--- src/rtl/xw_pkg.sv ---
package xw_pkg;
    localparam int DW  = 8;
    localparam int AW  = 2 * DW;
    localparam int SW  = 3;

    localparam logic [SW-1:0] SEL_PAGE  = 3'd0;
    localparam logic [SW-1:0] SEL_OFFS  = 3'd1;
    localparam logic [SW-1:0] SEL_INDEX = 3'd2;
    localparam logic [SW-1:0] SEL_WIN   = 3'd3;

    typedef struct packed {
        logic [DW-1:0] page;
        logic [DW-1:0] offs;
        logic [DW-1:0] idx;
    } ptr_s;
endpackage

--- src/rtl/xw_ptr_regs.sv ---
module xw_ptr_regs
    import xw_pkg::*;
(
    input  logic          clk,
    input  logic          rst_n,
    input  logic          we,
    input  logic [SW-1:0] sel,
    input  logic [DW-1:0] wdata,
    output ptr_s          ptr
);
    ptr_s s_d, s_q;

    always_comb begin
        s_d = s_q;
        if (we) begin
            case (sel)
                SEL_PAGE:  s_d.page = wdata;
                SEL_OFFS:  s_d.offs = wdata;
                SEL_INDEX: s_d.idx  = wdata;
                default:   ;
            endcase
        end
    end

    always_ff @(posedge clk or negedge rst_n) begin
        if (!rst_n) s_q <= '0;
        else        s_q <= s_d;
    end

    assign ptr = s_q;

    a_r2_page_load: assert property (@(posedge clk) disable iff (!rst_n)
        (we && sel == SEL_PAGE) |=> (s_q.page == $past(wdata)));
    a_r2_index_load: assert property (@(posedge clk) disable iff (!rst_n)
        (we && sel == SEL_INDEX) |=> (s_q.idx == $past(wdata)));
    a_r5_page_hold: assert property (@(posedge clk) disable iff (!rst_n)
        !(we && sel == SEL_PAGE) |=> $stable(s_q.page));
    a_r5_offs_hold: assert property (@(posedge clk) disable iff (!rst_n)
        !(we && sel == SEL_OFFS) |=> $stable(s_q.offs));
    a_r7_index_hold: assert property (@(posedge clk) disable iff (!rst_n)
        !(we && sel == SEL_INDEX) |=> $stable(s_q.idx));
endmodule

--- src/rtl/xw_addr_sum.sv ---
module xw_addr_sum
    import xw_pkg::*;
(
    input  ptr_s          ptr,
    output logic [AW-1:0] addr
);
    localparam int PAD = AW - DW;
    logic [AW-1:0] base;
    logic [AW-1:0] ext_idx;

    assign base    = {ptr.page, ptr.offs};
    assign ext_idx = {{PAD{1'b0}}, ptr.idx};
    assign addr    = base + ext_idx;
endmodule

--- src/rtl/xw_access_dec.sv ---
module xw_access_dec
    import xw_pkg::*;
(
    input  logic          clk,
    input  logic          rst_n,
    input  logic [SW-1:0] sel,
    input  logic          rd,
    input  logic          wr,
    input  logic [DW-1:0] wdata,
    input  ptr_s          ptr,
    input  logic [DW-1:0] mem_rdata,
    output logic          mem_rd,
    output logic          mem_wr,
    output logic [DW-1:0] mem_wdata,
    output logic [DW-1:0] cpu_rdata
);
    logic rd_eff;
    assign rd_eff = rd && !wr;

    always_comb begin
        mem_rd    = 1'b0;
        mem_wr    = 1'b0;
        mem_wdata = '0;
        cpu_rdata = '0;
        if (wr && sel == SEL_WIN) begin
            mem_wr    = 1'b1;
            mem_wdata = wdata;
        end
        if (rd_eff) begin
            case (sel)
                SEL_PAGE:  cpu_rdata = ptr.page;
                SEL_OFFS:  cpu_rdata = ptr.offs;
                SEL_INDEX: cpu_rdata = ptr.idx;
                SEL_WIN: begin
                    mem_rd    = 1'b1;
                    cpu_rdata = mem_rdata;
                end
                default:   cpu_rdata = '0;
            endcase
        end
    end

    a_r6_strobe_excl: assert property (@(posedge clk) disable iff (!rst_n)
        $countones({mem_rd, mem_wr}) <= 1);
    a_r4_rd_data: assert property (@(posedge clk) disable iff (!rst_n)
        mem_rd |-> (cpu_rdata == mem_rdata));
    a_r5_wr_data: assert property (@(posedge clk) disable iff (!rst_n)
        mem_wr |-> (mem_wdata == wdata));
    a_r8_idle_rdata: assert property (@(posedge clk) disable iff (!rst_n)
        !rd |-> (cpu_rdata == '0));
endmodule

--- src/rtl/xram_window.sv ---
module xram_window
    import xw_pkg::*;
(
    input  logic          clk,
    input  logic          rst_n,
    input  logic [SW-1:0] cpu_sel,
    input  logic          cpu_rd,
    input  logic          cpu_wr,
    input  logic [DW-1:0] cpu_wdata,
    output logic [DW-1:0] cpu_rdata,
    output logic [AW-1:0] mem_addr,
    output logic [DW-1:0] mem_wdata,
    input  logic [DW-1:0] mem_rdata,
    output logic          mem_rd,
    output logic          mem_wr
);
    ptr_s ptr;

    xw_ptr_regs u_regs (
        .clk   (clk),
        .rst_n (rst_n),
        .we    (cpu_wr),
        .sel   (cpu_sel),
        .wdata (cpu_wdata),
        .ptr   (ptr)
    );

    xw_addr_sum u_sum (
        .ptr  (ptr),
        .addr (mem_addr)
    );

    xw_access_dec u_dec (
        .clk       (clk),
        .rst_n     (rst_n),
        .sel       (cpu_sel),
        .rd        (cpu_rd),
        .wr        (cpu_wr),
        .wdata     (cpu_wdata),
        .ptr       (ptr),
        .mem_rdata (mem_rdata),
        .mem_rd    (mem_rd),
        .mem_wr    (mem_wr),
        .mem_wdata (mem_wdata),
        .cpu_rdata (cpu_rdata)
    );

    a_r5_addr_hold_on_win_wr: assert property (@(posedge clk) disable iff (!rst_n)
        mem_wr |=> $stable(mem_addr));
    a_r7_unmapped_quiet: assert property (@(posedge clk) disable iff (!rst_n)
        (cpu_sel[2]) |-> (!mem_rd && !mem_wr));
endmodule

--- config.mk ---
export PLATFORM = sky130hd
export DESIGN_NAME = xram_window
export DESIGN_NICKNAME = d
export VERILOG_FILES = /design/src/rtl/xw_pkg.sv /design/src/rtl/xw_ptr_regs.sv /design/src/rtl/xw_addr_sum.sv /design/src/rtl/xw_access_dec.sv /design/src/rtl/xram_window.sv
export SDC_FILE = /design/constraint.sdc
export NUM_CORES = 1
export LEC_CHECK = 0
export ABC_AREA = 1
export BUFFER_PORTS_ARGS = -buffer_cell sky130_fd_sc_hd__buf_2
export CAP_MARGIN = 10
export CORE_UTILIZATION = 40
export DETAILED_ROUTE_END_ITERATION = 6
export GPL_TIMING_DRIVEN = 0
export PLACE_DENSITY = 0.69
export SLEW_MARGIN = 20
export SYNTH_ARGS = -nofsm -noshare
export SYNTH_HDL_FRONTEND = slang
export SYNTH_SLANG_ARGS = --single-unit
--- constraint.sdc ---
create_clock -name clk -period 1.9 [get_ports clk]
set_input_delay 0 -clock clk [delete_from_list [all_inputs] [get_ports clk]]
set_output_delay 0 -clock clk [all_outputs]
set_load 0.02 [all_outputs]
Yosys cells after proc, flatten, opt, wreduce, memory -nomap -nowiden:

Cells that the tools add are included.

* word-level logic and storage cells: 20
* flip-flop bits (word level): 24

* reduce and logical (&&, ||, !) cells: 7
* mux-type cells: 6
* $add $sub $neg: 1
* equality and inequality tests: 3

Operators by type and width (number)
* $pmux W8 S4: 1
* $add A16 B8 Y16: 1
* $mux W8: 2
* $eq A3 B2 Y1 const B: 2
* $reduce_and A2 Y1: 3
* $eq A3 B1 Y1 const B: 1
* $logic_not A3 Y1: 1
* $mux W1: 3
* $logic_and A1 B1 Y1: 2
* $logic_not A1 Y1: 1

Logic depth before layout (Yosys ltp):

* depth after elaboration: 3
* mapped depth: 10
* depth with buffers taken out: 10

Hierarchy:

A second synthesis with hierarchy kept.

* cells, all modules: 330
* area, all modules: 2172.1 sq um

Modules (own cells, without submodules)
* xw_ptr_regs: seq. area each 600.6 sq um, cells each 108, area an instance 1016.0 sq um, times used 1
* xw_addr_sum: seq. area each 0.0 sq um, cells each 126, area an instance 656.9 sq um, times used 1
* xw_access_dec: seq. area each 0.0 sq um, cells each 96, area an instance 499.2 sq um, times used 1

Least setup slack after synthesis:

OpenSTA, ideal clock, no wires.

* path kind: reg2out
* from: register u_regs.s_q, in the netlist u_regs.ptr[0]
* to: output port mem_addr[8]
* required time: 1.900 ns
* arrival: 1.728 ns
* stages on the path, launching flop included: 9
* path slack: 0.172 ns
* cell sequence: dfrtp_1 ha_1 fa_1 nand2_1 nand2_1 and2_4 nand2_1 nand2_1 xor2_1

* longest elaborated chain between the ends: 1

Ends and longest elaborated chain
* start, declared: line xw_ptr_regs.sv:11 `ptr_s s_d, s_q;`
* start signal, assigned: line xw_ptr_regs.sv:26 `if (!rst_n) s_q <= '0;`
* start signal, assigned: line xw_ptr_regs.sv:27 `else s_q <= s_d;`
* $add A16 B8 Y16: line xw_addr_sum.sv:13 `assign addr = base + ext_idx;`
* end, declared: line xram_window.sv:11 `output logic [AW-1:0] mem_addr,`

Every way passes these cells.

Final worst setup path:

* from: register u_regs.s_q, in the netlist u_regs.ptr[0]
* to: output port mem_addr[6]

The elaborated chain is that of the path after synthesis.

==> results.json <==
{
  "yosys-top-cells-count": "109 x nand2_1, 33 x nor2_1, 30 x inv_1",
  "cts_tree": "yes",
  "drt_iter0_drc": 128,
  "path_cells": "ha_4, fa_2, nand2_2, nand2_2, nand3b_1, nand2_2, buf_4, xor2_1, buf_4",
  "p_per_area_mw_per_mm2": 873.7,
  "gp_congestion": 0.9122,
  "hold_violations": 0,
  "synth_area_leader_cell": "dfrtp_1",
  "avgSynthCellArea_um2": 6.717,
  "layout_setup_ws_ps": -73.04,
  "path_clk_slew_ps": 80,
  "ant_nets": 0,
  "nFillCells": 449,
  "clk_latency_ps": 260,
  "dieHeight_um": 72.15,
  "ys_ff_latch": 24,
  "hold_depth": 3,
  "largest_register_ffs": 24,
  "nNetsFinal": 396,
  "drc": 0,
  "synth_ff_type": "dfrtp_1",
  "dieArea_mm2": 0.005205,
  "critPathKind": "flip-flop to output pin",
  "grt.overflow.total": 0,
  "crit_slowest_cell": "dfrtp_1",
  "path_buf_inv": 2,
  "clock-skew-final_ps": 0,
  "clockBufferDepth": 2,
  "async_flop_share_pct": 100.0,
  "grt_pass1_wl_um": 8369,
  "slew-limit-headroom_pct": 65.73,
  "synth_area_leaders": "dfrtp_1 31%, nand2_1 21%, o21ai_2 7.1%",
  "io_pins": 57,
  "cts-buffers-inserted": 3,
  "yosysWarnings": 0,
  "cts.sinks": 24,
  "routed_wl_um": 5241,
  "crit_family": "adder cells",
  "status": "finished with violations",
  "start_kind": "flip-flop",
  "cp_num_cells": 9,
  "syn_inst": 293,
  "wl_per_cell_um": 12.19,
  "cap_violations": 0,
  "initial_core_util_pct": 41.67,
  "fmax_mhz": 506.8,
  "syn_area_mm2": 0.001968,
  "grt_pass1_vias": 1825,
  "grt_usage_pct": 20.44,
  "first_pass_iters": 4,
  "core_mm2": 0.004723,
  "worst_path_most_repeated_cell": "nand2_2",
  "seq_area_frac_synth_pct": 30.51,
  "finalMaxSlewViolations": 0,
  "fin_crit_sh_pct": 103.8,
  "hpwlAfterDp_um": 3972,
  "synthDistinctLibCells": 28,
  "portBuffers": 56,
  "drive_gt1_share_pct": 38.29,
  "hp-class": "input port to flip-flop",
  "cp_max_fo": 3,
  "required_ps": 1900,
  "worst_pin_slew_ps": 514.0,
  "htreeDepth": 1,
  "leakage_uw": 0.001481,
  "min_period_ps": 1973,
  "hold_slack_ps": 53.54,
  "via_count": 2030,
  "critPathMaxStageDelay_ps": 430,
  "syn2layout_area_growth_pct": 33.57,
  "finalSetupViolations": 4,
  "rows": 25,
  "pre_cts_slack_ps": 56.71,
  "violations": "setup timing",
  "synth_top_area_share_pct": 30.51,
  "clock-root-buffer": "clkbuf_8",
  "n_antenna_cell": 0,
  "irDropWorstVdd_v": 0.0004491,
  "grt_max_degree": 25,
  "antenna_found_initial": 0,
  "synth.most_common_cell": "nand2_1",
  "rsz0062_at_grt": "yes",
  "synth_edf_count": 0,
  "crit_path_end_kind": "output pin",
  "arrival_ps": 1970,
  "die_width_um": 72.15,
  "reg2reg_depth": 4,
  "routed_via_density": 4.721,
  "synthesis.nets": 325
}
==> cell families after synthesis <==
kind of cell,after synthesis,synth area share (%)
AO/OA/AOI/OAI,36,12.46
XOR/XNOR,7,3.115
adder cells (fa/ha/maj),9,6.103
buffers and inverters,42,9.536
flip-flops,24,30.52
AND/OR/NAND/NOR,175,38.27
==> metrics by stage <==
step | util, % | instances | TNS, ps | total power (µW) | area [µm²]
3_3_place_gp | 49.38 | 416 | 0 | 1707 | 2332
5_1_grt | 55.66 | 430 | -783.0 | 2463 | 2629
3_5_place_dp | 49.38 | 416 | 0 | 1716 | 2332
2_1_floorplan | - | 293 | 0 | 1418 | 1968
6_report | 55.66 | 430 | -111.6 | 2297 | 2629
4_1_cts | 52.11 | 426 | -198.7 | 2105 | 2461
==> worst paths after layout <==
kind                       slack (ps)            from             end
setup / recovery                  -70   u_regs.ptr[0]     mem_addr[6]
hold / removal                     50    cpu_wdata[6]  u_regs.ptr[14]
setup reg to reg                  990   u_regs.ptr[8]   u_regs.ptr[8]
hold reg to reg                   530  u_regs.ptr[11]  u_regs.ptr[11]
max in group asynchronous        1290           rst_n   u_regs.ptr[5]
min in group asynchronous         230           rst_n  u_regs.ptr[23]
==> metal layers <==
| layer | up-vias | share of wire [%] | global-route usage [%] |
|---|---|---|---|
| met2 | 68 | 48 | 33.13 |
| met3 | 11 | 5.5 | 1.806 |
| met1 | 896 | 44 | 28.21 |
| li1 | 1055 | - | - |
| met4 | 0 | 2.4 | 8.061 |
| met5 | - | 0 | 0 |
==> layout make-up <==
class	instances	area [µm²]	share of cell area [%]
multi-input cells	227	1306	49.69
flip-flops and latches	24	605.6	23.04
repair buffers	66	390.4	14.85
inverters	39	153.9	5.854
well taps	67	83.83	3.189
clock buffers	4	55.05	2.094
plain buffers	3	33.78	1.285
==> placed cells by master, fill, tap and decap left out, drive strengths merged, types with 4 or more instances in the layout <==
cell,instances
buf,68
clkbuf,4
dfrtp,24
ha,8
inv,37
nand2,120
nand3,11
nor2,36
o21ai,31
xor2,7
==> worst reg2reg max path: stages, from the launching register on <==
cell     delay (ps)
dfrtp_1         420
buf_4           140
buf_4           130
nand2_1          70
o21ai_2          50
==> timing repair <==
| action | 4_1_cts | 5_1_grt |
|---|---|---|
| resized for setup | 10 | 29 |
| setup endpoints to repair | 6 | 11 |
| hold buffers | 1 | 0 |
| gates cloned | 0 | 0 |
| hold endpoints to repair | 24 | 0 |
| buffers inserted | 5 | 4 |
| pin swaps | 4 | 6 |
==> power breakdown <==
part           switching, µW  leakage [µW]  internal [µW]  total [µW]
clock network            152     0.0000288            185         337
registers                146      0.000297            609         755
logic                    686       0.00116            518        1200
Note: power is estimated with default switching activity, not from simulation.
